[src/rtl/txpwr_avg_pkg.sv]
package txpwr_avg_pkg;

   typedef enum logic {
      SRC_CCK  = 1'b0,
      SRC_OFDM = 1'b1
   } src_mode_e;

   // Replicate one lane code across all lanes of a word.
   function automatic logic [63:0] lane_fill(input int unsigned lanes,
                                             input int unsigned lane_w,
                                             input logic [63:0] code);
      logic [63:0] acc;
      acc = '0;
      for (int i = 0; i < lanes; i++) begin
         acc = acc | (code << (i * lane_w));
      end
      return acc;
   endfunction

endpackage

[src/rtl/txpwr_lane_cond.sv]
module txpwr_lane_cond #(
   parameter int unsigned SAMPLE_W   = 8,
   parameter int unsigned RAIL_CODE  = 8'h7F,
   parameter int unsigned REMAP_OFS  = 32,
   parameter int unsigned REMAP_BITS = 6
) (
   input  logic [SAMPLE_W-1:0] lane_raw,
   input  logic                mode_ofdm,
   output logic                lane_bad,
   output logic [SAMPLE_W-1:0] lane_val
);
   localparam logic [SAMPLE_W-1:0] RAIL_V = SAMPLE_W'(RAIL_CODE);
   localparam logic [SAMPLE_W:0]   OFS_V  = (SAMPLE_W + 1)'(REMAP_OFS);

   logic [SAMPLE_W:0]   shifted;
   logic [SAMPLE_W-1:0] folded;

   // Screening always looks at the raw reading.
   assign lane_bad = (lane_raw == '0) || (lane_raw == RAIL_V);
   assign shifted  = {1'b0, lane_raw} + OFS_V;

   generate
      if (REMAP_BITS < SAMPLE_W) begin : g_fold_narrow
         assign folded = {{(SAMPLE_W - REMAP_BITS){1'b0}}, shifted[REMAP_BITS-1:0]};
      end else begin : g_fold_full
         assign folded = shifted[SAMPLE_W-1:0];
      end
   endgenerate

   assign lane_val = mode_ofdm ? folded : lane_raw;

endmodule

[src/rtl/txpwr_mean.sv]
module txpwr_mean #(
   parameter int unsigned LANES    = 4,
   parameter int unsigned SAMPLE_W = 8
) (
   input  logic [LANES*SAMPLE_W-1:0] lanes_flat,
   output logic [SAMPLE_W-1:0]       mean
);
   localparam int unsigned SHIFT = $clog2(LANES);
   localparam int unsigned SUM_W = SAMPLE_W + SHIFT + 1;
   localparam logic [SUM_W-1:0] HALF = SUM_W'(LANES / 2);

   logic [SUM_W-1:0] acc;
   logic [SUM_W-1:0] scaled;

   always_comb begin
      acc = HALF;
      for (int i = 0; i < LANES; i++) begin
         acc = acc + SUM_W'(lanes_flat[i*SAMPLE_W +: SAMPLE_W]);
      end
   end

   assign scaled = acc >> SHIFT;
   assign mean   = scaled[SAMPLE_W-1:0];

endmodule

[src/rtl/txpwr_boost_adj.sv]
module txpwr_boost_adj #(
   parameter int unsigned AVG_W = 8,
   parameter int unsigned BOOST = 13
) (
   input  logic [AVG_W-1:0] avg_in,
   input  logic             adj_en,
   output logic [AVG_W-1:0] avg_out
);
   generate
      if (BOOST == 0) begin : g_no_boost
         assign avg_out = avg_in;
      end else begin : g_boost
         localparam logic [AVG_W-1:0] BOOST_V = AVG_W'(BOOST);
         logic below;
         assign below   = avg_in < BOOST_V;
         assign avg_out = !adj_en ? avg_in :
                          below   ? '0     : (avg_in - BOOST_V);
      end
   endgenerate

endmodule

[src/rtl/txpwr_sample_avg.sv]
module txpwr_sample_avg #(
   parameter int unsigned LANES      = 4,
   parameter int unsigned SAMPLE_W   = 8,
   parameter int unsigned RAIL_CODE  = 8'h7F,
   parameter int unsigned REMAP_OFS  = 32,
   parameter int unsigned REMAP_BITS = 6,
   parameter int unsigned BOOST      = 13,
   localparam int unsigned WORD_W    = LANES * SAMPLE_W
) (
   input  logic              clk,
   input  logic              rst_n,
   input  logic              in_valid,
   input  logic [WORD_W-1:0] in_word,
   input  logic              in_ofdm,
   input  logic              in_boost_en,
   output logic              out_done,
   output logic [SAMPLE_W-1:0] out_avg,
   output logic              out_err,
   output logic              out_clr_req,
   output logic [WORD_W-1:0] out_clr_word
);
   import txpwr_avg_pkg::*;

   localparam logic [WORD_W-1:0] FILL_V =
      WORD_W'(lane_fill(LANES, SAMPLE_W, 64'(RAIL_CODE)));

   initial begin : p_param_chk
      assert (LANES >= 2 && (LANES & (LANES - 1)) == 0)
         else $fatal(1, "LANES must be a power of two of at least 2");
      assert (SAMPLE_W >= 2 && WORD_W <= 64)
         else $fatal(1, "lane width out of range");
      assert (RAIL_CODE > 0 && RAIL_CODE < (1 << SAMPLE_W))
         else $fatal(1, "rail code must fit a lane and be nonzero");
      assert (REMAP_BITS >= 1 && REMAP_BITS <= SAMPLE_W)
         else $fatal(1, "remap width must not exceed the lane width");
      assert (BOOST < (1 << SAMPLE_W))
         else $fatal(1, "boost must fit the average width");
   end

   src_mode_e                mode;
   logic [LANES-1:0]         bad_vec;
   logic [WORD_W-1:0]        cond_flat;
   logic [SAMPLE_W-1:0]      mean_raw;
   logic [SAMPLE_W-1:0]      mean_adj;
   logic                     any_bad;

   assign mode = in_ofdm ? SRC_OFDM : SRC_CCK;

   generate
      for (genvar g = 0; g < LANES; g++) begin : g_lane
         txpwr_lane_cond #(
            .SAMPLE_W  (SAMPLE_W),
            .RAIL_CODE (RAIL_CODE),
            .REMAP_OFS (REMAP_OFS),
            .REMAP_BITS(REMAP_BITS)
         ) u_cond (
            .lane_raw (in_word[g*SAMPLE_W +: SAMPLE_W]),
            .mode_ofdm(mode == SRC_OFDM),
            .lane_bad (bad_vec[g]),
            .lane_val (cond_flat[g*SAMPLE_W +: SAMPLE_W])
         );
      end
   endgenerate

   assign any_bad = |bad_vec;

   txpwr_mean #(
      .LANES   (LANES),
      .SAMPLE_W(SAMPLE_W)
   ) u_mean (
      .lanes_flat(cond_flat),
      .mean      (mean_raw)
   );

   txpwr_boost_adj #(
      .AVG_W(SAMPLE_W),
      .BOOST(BOOST)
   ) u_boost (
      .avg_in (mean_raw),
      .adj_en ((mode == SRC_OFDM) && in_boost_en),
      .avg_out(mean_adj)
   );

   always_ff @(posedge clk or negedge rst_n) begin
      if (!rst_n) begin
         out_done     <= 1'b0;
         out_err      <= 1'b0;
         out_avg      <= '0;
         out_clr_req  <= 1'b0;
         out_clr_word <= '0;
      end else if (in_valid) begin
         out_done     <= 1'b1;
         out_err      <= any_bad;
         out_avg      <= any_bad ? '0 : mean_adj;
         out_clr_req  <= !any_bad;
         out_clr_word <= any_bad ? '0 : FILL_V;
      end else begin
         out_done     <= 1'b0;
         out_clr_req  <= 1'b0;
         out_clr_word <= '0;
      end
   end

endmodule

[config.mk]
export PLATFORM = sky130hd
export DESIGN_NAME = txpwr_sample_avg
export DESIGN_NICKNAME = d
export VERILOG_FILES = /design/src/rtl/txpwr_avg_pkg.sv /design/src/rtl/txpwr_lane_cond.sv /design/src/rtl/txpwr_mean.sv /design/src/rtl/txpwr_boost_adj.sv /design/src/rtl/txpwr_sample_avg.sv
export SDC_FILE = /design/constraint.sdc
export NUM_CORES = 1
export LEC_CHECK = 0
export ABC_CLOCK_PERIOD_IN_PS = 1700
export BUFFER_PORTS_ARGS = -buffer_cell sky130_fd_sc_hd__buf_4
export CORE_MARGIN = 2
export CORE_UTILIZATION = 53
export DETAILED_ROUTE_END_ITERATION = 8
export GPL_ROUTABILITY_DRIVEN = 0
export GPL_TIMING_DRIVEN = 0
export PLACE_DENSITY = 0.95
export SLEW_MARGIN = 20
export SYNTH_ARGS = -nofsm -noshare
export SYNTH_HDL_FRONTEND = slang
export SYNTH_SLANG_ARGS = --single-unit
[constraint.sdc]
create_clock -name clk -period 1.7 [get_ports clk]
set_input_delay 0.17 -clock clk [delete_from_list [all_inputs] [get_ports clk]]
set_output_delay 0.17 -clock clk [all_outputs]
set_load 0.005 [all_outputs]
==> results.py <==
metrics = {
    "outcome": {
        "status": "complete, but fails checks",
        "failed_checks": "setup timing",
    },
    "cts": {
        "cts_tree": "built",
        "worst_skew_pair.late_latency_ns": 0.27,
        "ctsRootBufferMaster": "clkbuf_4",
        "clk_path_buf_depth": 2,
        "cts_max_level": 1,
        "cts_num_sinks": 11,
        "cts_buffers": 3,
        "clk_pin_slew_ns": 0.06,
    },
    "placement": {
        "port_buffers": 75,
        "place_area_sq_mm": 0.00275,
        "post-place-ws_ns": -1.88,
        "place_inst": 355,
        "dp_hpwl_mm": 3.89,
    },
    "hold_path": {
        "hold_end": "out_done",
        "worstHoldPathCells": 1,
        "hold_start": "in_valid",
        "hp-class": "in -> reg",
    },
    "power_and_ir_drop": {
        "totalPowerFinal_mw": 3.81,
        "comb_power_share_pct": 84.2,
        "switchingPower_mw": 1.75,
        "clkPwrFrac_pct": 4.6,
        "swShare_pct": 46.0,
        "p_seq_share_pct": 11.2,
        "cell_internal_pwr_mw": 2.06,
        "ir_worst_vdd_v": 0.000595,
        "p_leak_nw": 1.53,
        "power.density_mw_per_mm2": 1210,
    },
    "timing": {
        "post-route-period-util_pct": 202,
        "tightest_slew_ns": 0.643,
        "setup_viol": 8,
        "final.min_clock_period_ns": 3.43,
        "finalClockSkew_ns": 0,
        "finalSetupTns_ns": -13.45,
        "timing.slew.headroom_pct": 56.9,
        "hold_slack_ns": 0.0124,
        "finalMaxSlewViolations": 0,
        "max_freq_mhz": 291,
        "rsz0062_at_grt": "true",
        "worst_slack_ns": -1.73,
        "finalHoldViolations": 0,
    },
    "logic_synthesis": {
        "synth_cells": 231,
        "netlist_area_sq_mm": 0.00193,
        "synthArstFlopShare_pct": 100,
        "synth.yosys.warnings": 0,
        "ys_types": 50,
        "yosysSeqAreaShare_pct": 14.3,
        "synth_edf_count": 0,
        "synth_ff_type": "dfrtp_1",
        "syn_avg_cell_area_sq_um": 8.36,
        "ys_seq_elements": 11,
    },
    "floorplan": {
        "fp.dieW_microns": 64.4,
        "io_pins": 80,
        "initial_utilization_pct": 56.5,
        "rows": 21,
        "dieArea_sq_mm": 0.00414,
        "fp.dieH_microns": 64.4,
        "core_area_sq_mm": 0.00342,
    },
    "layout": {
        "stdcell_count": 383,
        "fin_area_sq_mm": 0.00315,
        "drive_gt1_share_pct": 55.5,
        "fill_cells": 138,
        "utilization_pct": 92.3,
        "area_growth_pct": 63.3,
        "layout.nets": 401,
        "num_antenna_cells": 0,
    },
    "critical_path": {
        "worst-r2r-setup-slack_ns": 0.96,
        "critical_path_arrival_ns": 3.56,
        "critPathLaunchType": "input port",
        "timing.rr.end": "out_err",
        "critPathCaptureType": "flop",
        "rr_worst_depth": 2,
        "path_class": "in -> reg",
        "timing.rr.start": "out_err",
        "required_ns": 1.82,
        "worstPathMaxFanout": 4,
    },
    "detailed_routing": {
        "antenna_left": 0,
        "vias_per_cell": 5.43,
        "drt_pass1_iterations": 4,
        "wl_mm": 6.52,
        "drc": 0,
        "dr_total_vias": 2081,
        "routedWlPerCell_microns": 17.0,
        "drtIter0Drc": 99,
    },
    "grt": {
        "grt_pass1_vias": 1933,
        "grt-ovfl-total": 0,
        "grt_use_total_pct": 26.3,
        "grt_max_degree": 30,
        "grt_first_pass_wirelength_mm": 8.38,
        "antenna_found_initial": 0,
    },
    "job": {
        "maxCapViolations": 0,
    },
}
-- sequential cells by signal (all words and copies together), names as in the netlist --
| signal | cells |
|---|---|
| out_err | 1 |
| out_avg | 8 |
| out_done | 1 |
| out_clr_word | 1 |
-- timing repair --
item,CTS,global route
pin swaps,30,22
hold endpoints to repair,11,0
setup buffers,15,9
hold buffers,1,0
setup endpoints to repair,8,37
gates resized for setup,23,15
-- synthesized netlist by cell type, drive strengths merged (6+ instances only) --
library cell  instances  area share [%]
nand3                 7             1.8
xnor2                 8             3.6
fa                   16              17
nor3                  6             1.8
nand2                10             1.9
dfrtp                11              14
o22ai                10             3.6
ha                   10             6.5
xor2                 11             5.8
nor2                  9             1.7
buf                  33              13
inv                  44             8.6
o21ai                 6             1.6
-- area by class of cell --
type	count	area (sq um)	share of cell area (%)
Multi-Input combinational cell	145	1570	49.7
Timing Repair Buffer	99	792	25.1
Sequential cell	11	277	8.77
Buffer	34	269	8.54
Inverter	44	165	5.24
Tap cell	46	57.6	1.83
Clock buffer	4	26.3	0.834
-- worst max path at each step --
stage / from / endpoint / slack, ns / depth (start not counted)
global placement: in_word[1] / out_avg[5] / -1.79 / 14
detailed placement: in_ofdm / out_avg[1] / -1.88 / 15
CTS: in_word[2] / out_avg[2] / -1.54 / 17
finish: in_word[1] / out_avg[7] / -1.73 / 16
global route: in_word[2] / out_avg[7] / -1.84 / 17
floorplan: in_word[17] / out_avg[0] / -1.54 / 12
-- power groups by stage --
stage               clock network (mW)  registers (mW)  logic, mW
floorplan                            0           0.429       1.69
global placement                     0           0.418       2.17
detailed placement                   0           0.422       2.26
CTS                              0.170           0.418       2.76
global route                     0.187           0.438       3.39
finish                           0.174           0.426       3.20
-- per-layer routing --
| layer | global-route usage (%) | part of all wire, % | up-vias |
|---|---|---|---|
| li1 | - | - | 936 |
| met1 | 27.0 | 35 | 980 |
| met2 | 52.1 | 51 | 135 |
| met3 | 4.58 | 8.6 | 30 |
| met4 | 10.1 | 4.8 | 0 |
| met5 | 0 | 0 | - |
-- placed cells by master, fill, tap and decap left out, types with 2 or more instances in the layout --
cell type  count
nand2b_1       4
ha_1           4
fa_1          15
buf_8          4
a31oi_4        2
ha_4           5
nand4_1        5
nor3_1         4
o21ai_0        2
inv_1         38
nand2_2        3
xor2_1         4
buf_4        124
inv_2          6
nor2b_1        4
o22ai_1        8
nand2_1        7
xnor2_2        2
conb_1         4
dfrtp_1       10
xor2_2         7
o31ai_4        2
o21ai_1        3
nand3_4        2
xnor2_1        5
nor2_1         7
clkbuf_4       3
nor4_1         4
a21oi_1        4
nand3_1        4
-- cell families (layout without fill, tap and decap cells) --
group	Yosys count	in the layout	share of synthesized area (%)
multiplexers	2	2	1.10
AND/OR/NAND/NOR	59	59	17.2
XOR/XNOR	19	19	9.40
flip-flops	11	11	14.3
AO/OA/AOI/OAI	35	35	13.4
buffers and inverters	78	181	21.4
other	1	4	0.194
adder cells (fa/ha/maj)	26	26	23.1
-- critical path, stage by stage --
cell and delay, ns:
buf_8 0.09, buf_4 0.11, inv_1 0.05, fa_1 0.47, inv_1 0.05, fa_1 0.43
or3b_4 0.40, fa_2 0.41, nor2b_4 0.13, o2111a_2 0.27, nor3_4 0.05, xor2_2 0.30
buf_4 0.21, a31oi_4 0.07, mux2i_1 0.20, o22ai_1 0.15
(Power assumes the default switching activity.)
